==> src/rtl/pkt_rx_pkg.sv <==
package pkt_rx_pkg;

    // Per-beat side information stored beside each data word.
    typedef struct packed {
        logic last;
        logic err;
    } rx_tag_t;

endpackage

==> src/rtl/rx_word_framer.sv <==
module rx_word_framer
    import pkt_rx_pkg::*;
#(
    parameter int DATA_W    = 32,
    parameter int PKT_WORDS = 16,
    localparam int IDX_W    = $clog2(PKT_WORDS)
) (
    input  logic              clk,
    input  logic              rst_n,
    input  logic              par_chk_en,
    input  logic [DATA_W-1:0] rx_word,
    input  logic              rx_par,
    input  logic              rx_avail,
    input  logic              rx_sop,
    output logic              wr_en,
    output logic [DATA_W-1:0] wr_data,
    output rx_tag_t           wr_tag,
    output logic              pkt_open,
    output logic [IDX_W-1:0]  pkt_idx
);

    typedef struct packed {
        logic             open;
        logic [IDX_W-1:0] idx;
        logic             par_bad;
        logic             frm_bad;
    } frm_st_t;

    frm_st_t st_q, st_d;

    logic start_w, take_w, word_bad_w, early_w, at_end_w;

    always_comb begin
        st_d       = st_q;
        start_w    = rx_sop && rx_avail && !st_q.open;
        take_w     = st_q.open || start_w;
        // odd parity: all 33 bits must carry an odd count of ones
        word_bad_w = par_chk_en && !(^{rx_par, rx_word});
        early_w    = st_q.open && rx_sop;
        at_end_w   = take_w && (st_q.idx == IDX_W'(PKT_WORDS - 1));

        wr_en      = take_w;
        wr_data    = rx_word;
        wr_tag.last = at_end_w;
        wr_tag.err  = at_end_w && (st_q.par_bad || st_q.frm_bad || word_bad_w || early_w);

        if (take_w) begin
            if (at_end_w) begin
                st_d = '0;
            end else begin
                st_d.open    = 1'b1;
                st_d.idx     = st_q.idx + IDX_W'(1);
                st_d.par_bad = st_q.par_bad || word_bad_w;
                st_d.frm_bad = st_q.frm_bad || early_w;
            end
        end
    end

    always_ff @(posedge clk) begin
        if (!rst_n) st_q <= '0;
        else        st_q <= st_d;
    end

    assign pkt_open = st_q.open;
    assign pkt_idx  = st_q.idx;

    // a packet can only have opened on a qualified start strobe
    a_r2_open_needs_sop: assert property (@(posedge clk) disable iff (!rst_n)
        $rose(st_q.open) |-> $past(rx_sop && rx_avail));

    // the beat marked last always closes the packet
    a_r3_close_after_last: assert property (@(posedge clk) disable iff (!rst_n)
        (wr_en && wr_tag.last) |=> !st_q.open);

endmodule

==> src/rtl/rx_pkt_fifo.sv <==
module rx_pkt_fifo
    import pkt_rx_pkg::*;
#(
    parameter int DATA_W = 32,
    parameter int DEPTH  = 32,
    localparam int PTR_W = $clog2(DEPTH),
    localparam int LVL_W = $clog2(DEPTH + 1)
) (
    input  logic              clk,
    input  logic              rst_n,
    input  logic              push,
    input  logic [DATA_W-1:0] push_data,
    input  rx_tag_t           push_tag,
    output logic              out_valid,
    input  logic              out_ready,
    output logic [DATA_W-1:0] out_data,
    output rx_tag_t           out_tag,
    output logic [LVL_W-1:0]  level
);

    typedef struct packed {
        logic [PTR_W-1:0] wr;
        logic [PTR_W-1:0] rd;
        logic [LVL_W-1:0] lvl;
    } fifo_st_t;

    fifo_st_t st_q, st_d;
    logic [DATA_W+1:0] mem_q [DEPTH];
    logic pop_w;

    function automatic logic [PTR_W-1:0] ptr_inc(input logic [PTR_W-1:0] p);
        return (p == PTR_W'(DEPTH - 1)) ? '0 : p + PTR_W'(1);
    endfunction

    always_comb begin
        st_d      = st_q;
        out_valid = (st_q.lvl != '0);
        pop_w     = out_valid && out_ready;
        {out_tag, out_data} = mem_q[st_q.rd];
        if (push)  st_d.wr = ptr_inc(st_q.wr);
        if (pop_w) st_d.rd = ptr_inc(st_q.rd);
        st_d.lvl = st_q.lvl + LVL_W'(push) - LVL_W'(pop_w);
    end

    always_ff @(posedge clk) begin
        if (!rst_n) st_q <= '0;
        else        st_q <= st_d;
    end

    always_ff @(posedge clk) begin
        if (push) mem_q[st_q.wr] <= {push_tag, push_data};
    end

    assign level = st_q.lvl;

    // the buffer is never written while full
    a_r9_no_overflow: assert property (@(posedge clk) disable iff (!rst_n)
        push |-> (st_q.lvl < LVL_W'(DEPTH)));

    // a stalled head beat stays put
    a_r9_hold_stalled: assert property (@(posedge clk) disable iff (!rst_n)
        (out_valid && !out_ready) |=> (out_valid && $stable(out_data)));

endmodule

==> src/rtl/rx_ready_ctrl.sv <==
module rx_ready_ctrl #(
    parameter int PKT_WORDS = 16,
    parameter int DEPTH     = 32,
    localparam int IDX_W    = $clog2(PKT_WORDS),
    localparam int LVL_W    = $clog2(DEPTH + 1),
    localparam int SUM_W    = LVL_W + 2,
    localparam int DECIDE_IDX = PKT_WORDS - 3
) (
    input  logic             clk,
    input  logic             rst_n,
    input  logic [LVL_W-1:0] level,
    input  logic             pkt_open,
    input  logic [IDX_W-1:0] pkt_idx,
    output logic             ready_n
);

    typedef struct packed {
        logic ready_n;
    } rdy_st_t;

    rdy_st_t st_q, st_d;
    logic [SUM_W-1:0] pending_w, need_w;
    logic decide_w, fits_w;

    always_comb begin
        st_d      = st_q;
        decide_w  = !pkt_open || (pkt_idx == IDX_W'(DECIDE_IDX));
        pending_w = pkt_open ? SUM_W'(PKT_WORDS) - SUM_W'(pkt_idx) : '0;
        need_w    = SUM_W'(level) + pending_w + SUM_W'(PKT_WORDS);
        fits_w    = (need_w <= SUM_W'(DEPTH));
        if (decide_w) st_d.ready_n = !fits_w;
    end

    always_ff @(posedge clk) begin
        if (!rst_n) st_q <= '{ready_n: 1'b1};
        else        st_q <= st_d;
    end

    assign ready_n = st_q.ready_n;

    // inside a packet the ready line moves only at the decision word
    a_r7_held_in_pkt: assert property (@(posedge clk) disable iff (!rst_n)
        (pkt_open && (pkt_idx != IDX_W'(DECIDE_IDX))) |=> $stable(ready_n));

endmodule

==> src/rtl/pkt_ingress_rx.sv <==
module pkt_ingress_rx
    import pkt_rx_pkg::*;
#(
    parameter int DATA_W    = 32,
    parameter int PKT_WORDS = 16,
    parameter int BUF_PKTS  = 2,
    localparam int DEPTH    = BUF_PKTS * PKT_WORDS,
    localparam int IDX_W    = $clog2(PKT_WORDS),
    localparam int LVL_W    = $clog2(DEPTH + 1)
) (
    input  logic              clk,
    input  logic              rst_n,
    input  logic              par_chk_en,
    input  logic [DATA_W-1:0] rx_word,
    input  logic              rx_par,
    input  logic              rx_avail,
    input  logic              rx_sop,
    output logic              rx_ready_n,
    output logic              m_valid,
    input  logic              m_ready,
    output logic [DATA_W-1:0] m_data,
    output logic              m_last,
    output logic              m_err
);

    logic              wr_en;
    logic [DATA_W-1:0] wr_data;
    rx_tag_t           wr_tag;
    rx_tag_t           out_tag;
    logic              pkt_open;
    logic [IDX_W-1:0]  pkt_idx;
    logic [LVL_W-1:0]  level;

    rx_word_framer #(.DATA_W(DATA_W), .PKT_WORDS(PKT_WORDS)) framer_i (
        .clk(clk), .rst_n(rst_n), .par_chk_en(par_chk_en),
        .rx_word(rx_word), .rx_par(rx_par), .rx_avail(rx_avail), .rx_sop(rx_sop),
        .wr_en(wr_en), .wr_data(wr_data), .wr_tag(wr_tag),
        .pkt_open(pkt_open), .pkt_idx(pkt_idx)
    );

    rx_pkt_fifo #(.DATA_W(DATA_W), .DEPTH(DEPTH)) fifo_i (
        .clk(clk), .rst_n(rst_n),
        .push(wr_en), .push_data(wr_data), .push_tag(wr_tag),
        .out_valid(m_valid), .out_ready(m_ready),
        .out_data(m_data), .out_tag(out_tag), .level(level)
    );

    rx_ready_ctrl #(.PKT_WORDS(PKT_WORDS), .DEPTH(DEPTH)) ready_i (
        .clk(clk), .rst_n(rst_n), .level(level),
        .pkt_open(pkt_open), .pkt_idx(pkt_idx), .ready_n(rx_ready_n)
    );

    assign m_last = out_tag.last;
    assign m_err  = out_tag.err;

    // the error flag only ever appears on a packet's final beat
    a_r5_err_on_last: assert property (@(posedge clk) disable iff (!rst_n)
        (m_valid && !m_last) |-> !m_err);

endmodule

==> config.mk <==
export PLATFORM = sky130hd
export DESIGN_NAME = pkt_ingress_rx
export DESIGN_NICKNAME = d
export VERILOG_FILES = /design/src/rtl/pkt_rx_pkg.sv /design/src/rtl/rx_word_framer.sv /design/src/rtl/rx_pkt_fifo.sv /design/src/rtl/rx_ready_ctrl.sv /design/src/rtl/pkt_ingress_rx.sv
export SDC_FILE = /design/constraint.sdc
export NUM_CORES = 1
export LEC_CHECK = 0
export BUFFER_PORTS_ARGS = -buffer_cell sky130_fd_sc_hd__buf_2
export CORE_ASPECT_RATIO = 1.1
export CORE_UTILIZATION = 56
export CTS_CLUSTER_DIAMETER = 80
export DETAILED_ROUTE_END_ITERATION = 8
export MAX_ROUTING_LAYER = met4
export PLACE_DENSITY = 0.73
export SYNTH_ARGS = -nofsm -noshare
export SYNTH_HDL_FRONTEND = slang
export SYNTH_SLANG_ARGS = --single-unit
==> constraint.sdc <==
create_clock -name clk -period 3.15 [get_ports clk]
set_clock_uncertainty 0.05 [all_clocks]
set_input_delay 0.4725 -clock clk [delete_from_list [all_inputs] [get_ports clk]]
set_output_delay 0.4725 -clock clk [all_outputs]
set_load 0.02 [all_outputs]
# After elaboration in Yosys (flattened, before gate mapping)
# Memory sizes are Yosys's and may differ from the RTL's. A register that Yosys moved wholly into a read port is not among the register bits.
# Cells that the tools add are included.
word_totals:
  ff_bits: 24
  ramBits: 1088
  wordCells: 49
  memories: 1
classes:
  add_sub_neg: 8
  magnitude_cmp: 1
  n_eq_ne: 4
  muxes: 8
  n_reduce_logical: 19
mem_list:
  columns: ["memory", "depth", "width", "rd", "rd_ports_with_merged_regs", "wr", "line", "rtl"]
  rows:
  - ["fifo_i.mem_q", 32, 34, 1, 1, 1, "rx_pkt_fifo.sv:28", "logic [DATA_W+1:0] mem_q [DEPTH];"]
ops:
  columns: ["op", "n"]
  rows:
  - ["$reduce_xor 33->1", 1]
  - ["$mux 5", 4]
  - ["$add 5x1->5 const B", 2]
  - ["$eq 5x5->1 const B", 2]
  - ["$add 6x8->8", 1]
  - ["$add 8x5->8 const B", 1]
  - ["$eq 4x4->1 const B", 2]
  - ["$le 8x6->1 const B", 1]
  - ["$mux 8", 1]
  - ["$logic_and 1x1->1", 7]
  - ["$logic_or 1x1->1", 7]
  - ["$mux 7", 1]
  - ["$add 6x1->6", 1]
  - ["$reduce_bool 6->1", 1]
  - ["$sub 5x4->6 const A", 1]
  - ["$sub 6x1->6", 1]
  - ["$add 4x1->4 const B", 1]
  - ["$logic_not 1->1", 3]
  - ["$mux 1", 2]

# Longest topological paths before layout
depth:
  ltp_word: 6
  ltp_mapped: 15
  ltp_nobuf: 15

# By module
# A second synthesis with hierarchy kept.
unflattened:
  cells_unflattened: 2325
  area_unflattened_um2: 44357.5
by_module_without_submodules:
  columns: ["module", "instances", "cells_each", "area_per_inst_um2"]
  rows:
  - ["rx_pkt_fifo", 1, 2171, 43073.8]
  - ["rx_word_framer", 1, 105, 877.1]
  - ["rx_ready_ctrl", 1, 49, 406.6]

# Worst setup path before layout
# Ideal clock, no wire load.
synth_path:
  path_kind: "flip-flop to flip-flop"
  startpoint: "register framer_i.st_q (netlist bit framer_i.pkt_open)"
  endpoint: "memory fifo_i.mem_q[31][0] (netlist bit) (enable)"
  setup_time_ns: 0.425
  arrival_time_ns: 2.656
  t_required_ns: 2.675
  slack_ns: 0.019
  stages_incl_launch_ff: 6
  synth_period_minus_slack_ns: 3.131
  path_cell_list: "dfxtp_1 clkbuf_1 a21o_1 clkbuf_1 nand2_1 nor2_1"
synth_between:
  elab_chain_len: 5
synth_lines:
  columns: ["element", "line", "rtl"]
  rows:
  - ["from (decl)", "rx_word_framer.sv:29", "frm_st_t st_q, st_d;"]
  - ["from (signal assigned)", "rx_word_framer.sv:61", "else st_q <= st_d;"]
  - ["$logic_not 1->1", "rx_word_framer.sv:35", "start_w = rx_sop && rx_avail && !st_q.open;"]
  - ["$logic_and 1x1->1", "rx_word_framer.sv:35", null]
  - ["$logic_or 1x1->1 (*)", "rx_word_framer.sv:36", "take_w = st_q.open || start_w;"]
  - ["$mux 1 (*)", "rx_pkt_fifo.sv:51", "if (push) mem_q[st_q.wr] <= {push_tag, push_data};"]
  - ["$mux 1 (implied by the code) (*)", "rx_pkt_fifo.sv:51", null]
  - ["to (decl)", "rx_pkt_fifo.sv:28", null]
# Every way passes the cells marked *; elsewhere a longest branch is shown, timed or not.

==> summary.txt <==
Worst hold stages - 1
Pre-antenna DRT Iters - 5
DP HPWL - 53.6 mm
GRT Util Overall - 29.9%
Final setup violation count - 34
Final worst path period share - 113%
PwrDens - 681 mW/mm2
Failing checks - setup timing
Data required time of the worst path - 2.63 ns
Complex-gate fraction of the synthesized area - 0.574%
Critical path data arrival time - 3.03 ns
First-pass GRT wire length - 158 mm
Worst Tran Pin Value - 0.825 ns
Headroom to the max-slew limit - 44.9%
Die height - 294 um
DR iter-0 viols - 3,235
Post-Synth Adder-Cell Area - 0.901%
Sink Count - 1,117
Yosys warnings - 0
Hold WS - 0.0345 ns
Routed WL - 111 mm
Xor/xnor cell area share of the yosys netlist - 0.820%
Fin area - 0.0506 mm2
WL/cell - 34.8 um
Maximum VDD drop - 464 uV
Async set or reset register ratio after synthesis - 0%
CP Class - reg -> out
Clk root buf - clkbuf_16
Starting density of the core - 56.8%
DP Worst Slack - 0.0864 ns
Fmax - 281 MHz
Final Hold Fails - 0
Number of distinct library cells after synthesis - 44
Initial antenna violation count - 0
Largest net degree at the start of global routing - 69
Gpl congestion - 0.770
Crit end category - output pin
Core area - 0.0763 mm2
Gate Count Post-Synth - 1,820
Min-delay src - rx_word[18]
Mux cell area share after synthesis - 18.6%
Fraction of layout cells with a size suffix above 1 - 36.6%
CTS Buf Count - 103
Area growth, synth to finish - 16.7%
Post-synth EDFFs - 1,088
Post-DP Area - 0.0463 mm2
Hold path endpoint - fifo_i.mem_q[15][18]$_DFFE_PP_
Routed via count - 21,200
Hold/Removal Path Class - in -> reg
Status - complete, but fails checks
RSZ-0062 raised after global routing - true
#FFs+latches synth - 1,117
Synthesized Nets - 1,889
Max cap viols - 0
Clk pin slew, worst setup/hold paths - 0.06 ns
Vias in the first global route - 21,900
Die Footprint - 0.0785 mm2
Vias per std cell - 6.68
R2R Path Start - framer_i.pkt_idx[1]$_SDFFE_PN0P_
Bufs on Longest Clock Path - 3
Worst setup SP type - register
Leakage - 15.9 nW
Placement Rows - 106
Boundary Pins - 75
Main combinational cell family by area after synthesis - multiplexers
Synthesized area - 0.0433 mm2
DRT antenna net count - 0
Remaining Overflow, GRT - 0
Min cycle time layout - 3.56 ns
Synth Area per Inst - 23.8 um2
Clk Latency, worst-skew pair - 0.64 ns
Residual DRC - 0
R2r worst-path depth - 12
CP Max Fanout - 7
IO buf count - 74
Slew Viols, Final - 0
Diode count - 0
Htree depth - 3
Register-to-register setup slack - 0.26 ns
CTS tree - done
Worst r2r dst - ready_i.ready_n$_SDFFE_PN1P_
Synth Area in Simple Gates - 1.24%
Seq/Total Area, Yosys - 76.7%
Prevailing post-synth register cell - edfxtp_1
Final Net Count - 2,138
Setup WS post-layout - -0.407 ns
Die Span X - 267 um
[state kept, by name, indices dropped and copies added (netlist names), named ones only]
signal,flops
framer_i.pkt_open,1
fifo_i.st_q,10
fifo_i.mem_q,1088
ready_i.ready_n,1
framer_i.pkt_idx,4
framer_i.st_q,2
fifo_i.level,6
[metrics by stage]
| step | power [W] | util, % | TNS, ns | cells |
|---|---|---|---|---|
| finish | 0.0344 | 66.3 | -11.66 | 3176 |
| global route | 0.0354 | 66.3 | -13.62 | 3176 |
| CTS | 0.0344 | 66.1 | -12.58 | 3171 |
| detailed placement | 0.0217 | 60.7 | 0 | 2957 |
| global placement | 0.0216 | 60.7 | 0 | 2957 |
| floorplan | 0.0203 | - | 0 | 1820 |
[repair_timing]
item / in CTS / in global routing
hold endpoints to repair: 1 / 0
pin swaps: 0 / 0
gates resized for setup: 108 / 22
cloned: 15 / 5
hold buffers: 1 / 0
endpoints found under the setup margin: 34 / 35
buffers inserted: 12 / 4
[where the power goes]
part	internal (W)	switching [W]
sequential	0.0164	0.0000955
clock	0.00660	0.00536
combinational	0.00326	0.00269
total	0.0263	0.00815
[kinds of logic after synthesis]
family | after synthesis
flip-flops | 1117
multiplexers | 375
buffers and inverters | 111
AND/OR/NAND/NOR | 109
AO/OA/AOI/OAI | 39
XOR/XNOR | 39
adder cells (fa/ha/maj) | 30
[cells in the mapped netlist (3+ instances only)]
library cell  instances  area (um2)
edfxtp_1           1088       32700
mux4_2              340        7660
clkbuf_1             51         191
nor2_1               43         161
mux2_2               34         383
xnor2_1              32         280
dfxtp_1              29         581
ha_1                 28         350
buf_2                23         115
inv_1                22        82.6
nand2_1              17        63.8
a21oi_1               9        45.0
and2_1                9        56.3
buf_6                 9         101
o21ai_0               9        45.0
nand3_1               8        40.0
a21boi_0              7        52.6
xor2_1                6        52.6
a21o_1                5        37.5
buf_1                 5        18.8
nand4_1               5        31.3
nor3_1                5        25.0
nand3b_1              4        30.0
nor2b_1               4        25.0
and3_1                3        18.8
[worst max-delay path, stage by stage (launching register included)]
cell     delay (ns)
dfxtp_4        0.41
buf_12         0.16
buf_8          0.16
buf_8          0.14
mux4_2         0.56
mux4_2         0.48
mux2_4         0.34
buf_6          0.15
[cell usage in the layout, fill, tap and decap left out, types with 3 or more instances in the layout]
cell type	n
mux2_4	24
clkinv_1	18
clkinv_4	3
nor2_4	32
clkbuf_16	108
buf_12	43
xor2_1	6
buf_2	49
buf_8	8
clkinvlp_4	3
nand4_1	5
buf_6	29
and3_1	3
buf_16	21
dfxtp_1	23
inv_6	4
mux4_2	340
xnor2_1	32
and2_1	9
clkinv_2	19
mux2_2	10
a21o_1	5
nand3_1	8
nor3_1	5
dfxtp_4	4
a21boi_0	7
a21oi_1	9
nand2_1	17
nand3b_1	4
o21ai_0	8
edfxtp_1	1088
nor2b_1	4
bufinv_16	7
inv_1	22
buf_4	75
clkbuf_1	28
ha_1	28
nor2_1	11
[worst max path at each step]
stage / startpoint / to / slack, ns / cells past startpoint
4_1_cts: register / m_data[17] / -0.44 / 7
3_3_place_gp: rx_word[29] / fifo_i.mem_q[10][32]$_DFFE_PP_ / 0.18 / 8
2_1_floorplan: framer_i.pkt_open$_SDFFE_PN0P_ / fifo_i.mem_q[31][0]$_DFFE_PP_ / 0.02 / 5
3_5_place_dp: rx_word[0] / fifo_i.mem_q[10][32]$_DFFE_PP_ / 0.09 / 8
5_1_grt: register / m_err / -0.46 / 7
6_report: register / m_err / -0.41 / 7
[final cells by class]
cell class | count | area [um2]
Multi-Input combinational cell | 592 | 9910
Clock buffer | 131 | 2680
Sequential cell | 1117 | 33300
Inverter | 23 | 86.3
Timing Repair Buffer | 232 | 2860
Clock inverter | 55 | 477
Tap cell | 1026 | 1280
Fill cell | 4539 | 25700
[routing by layer]
metal	vias to the layer above	global-route usage [%]	routed length (um)
met5	-	-	0
met4	0	10.1	3760
met3	234	5.43	12200
met2	1475	47.8	55700
met1	11300	39.4	39000
li1	8260	-	-
Note: power is estimated with default switching activity, not from simulation.
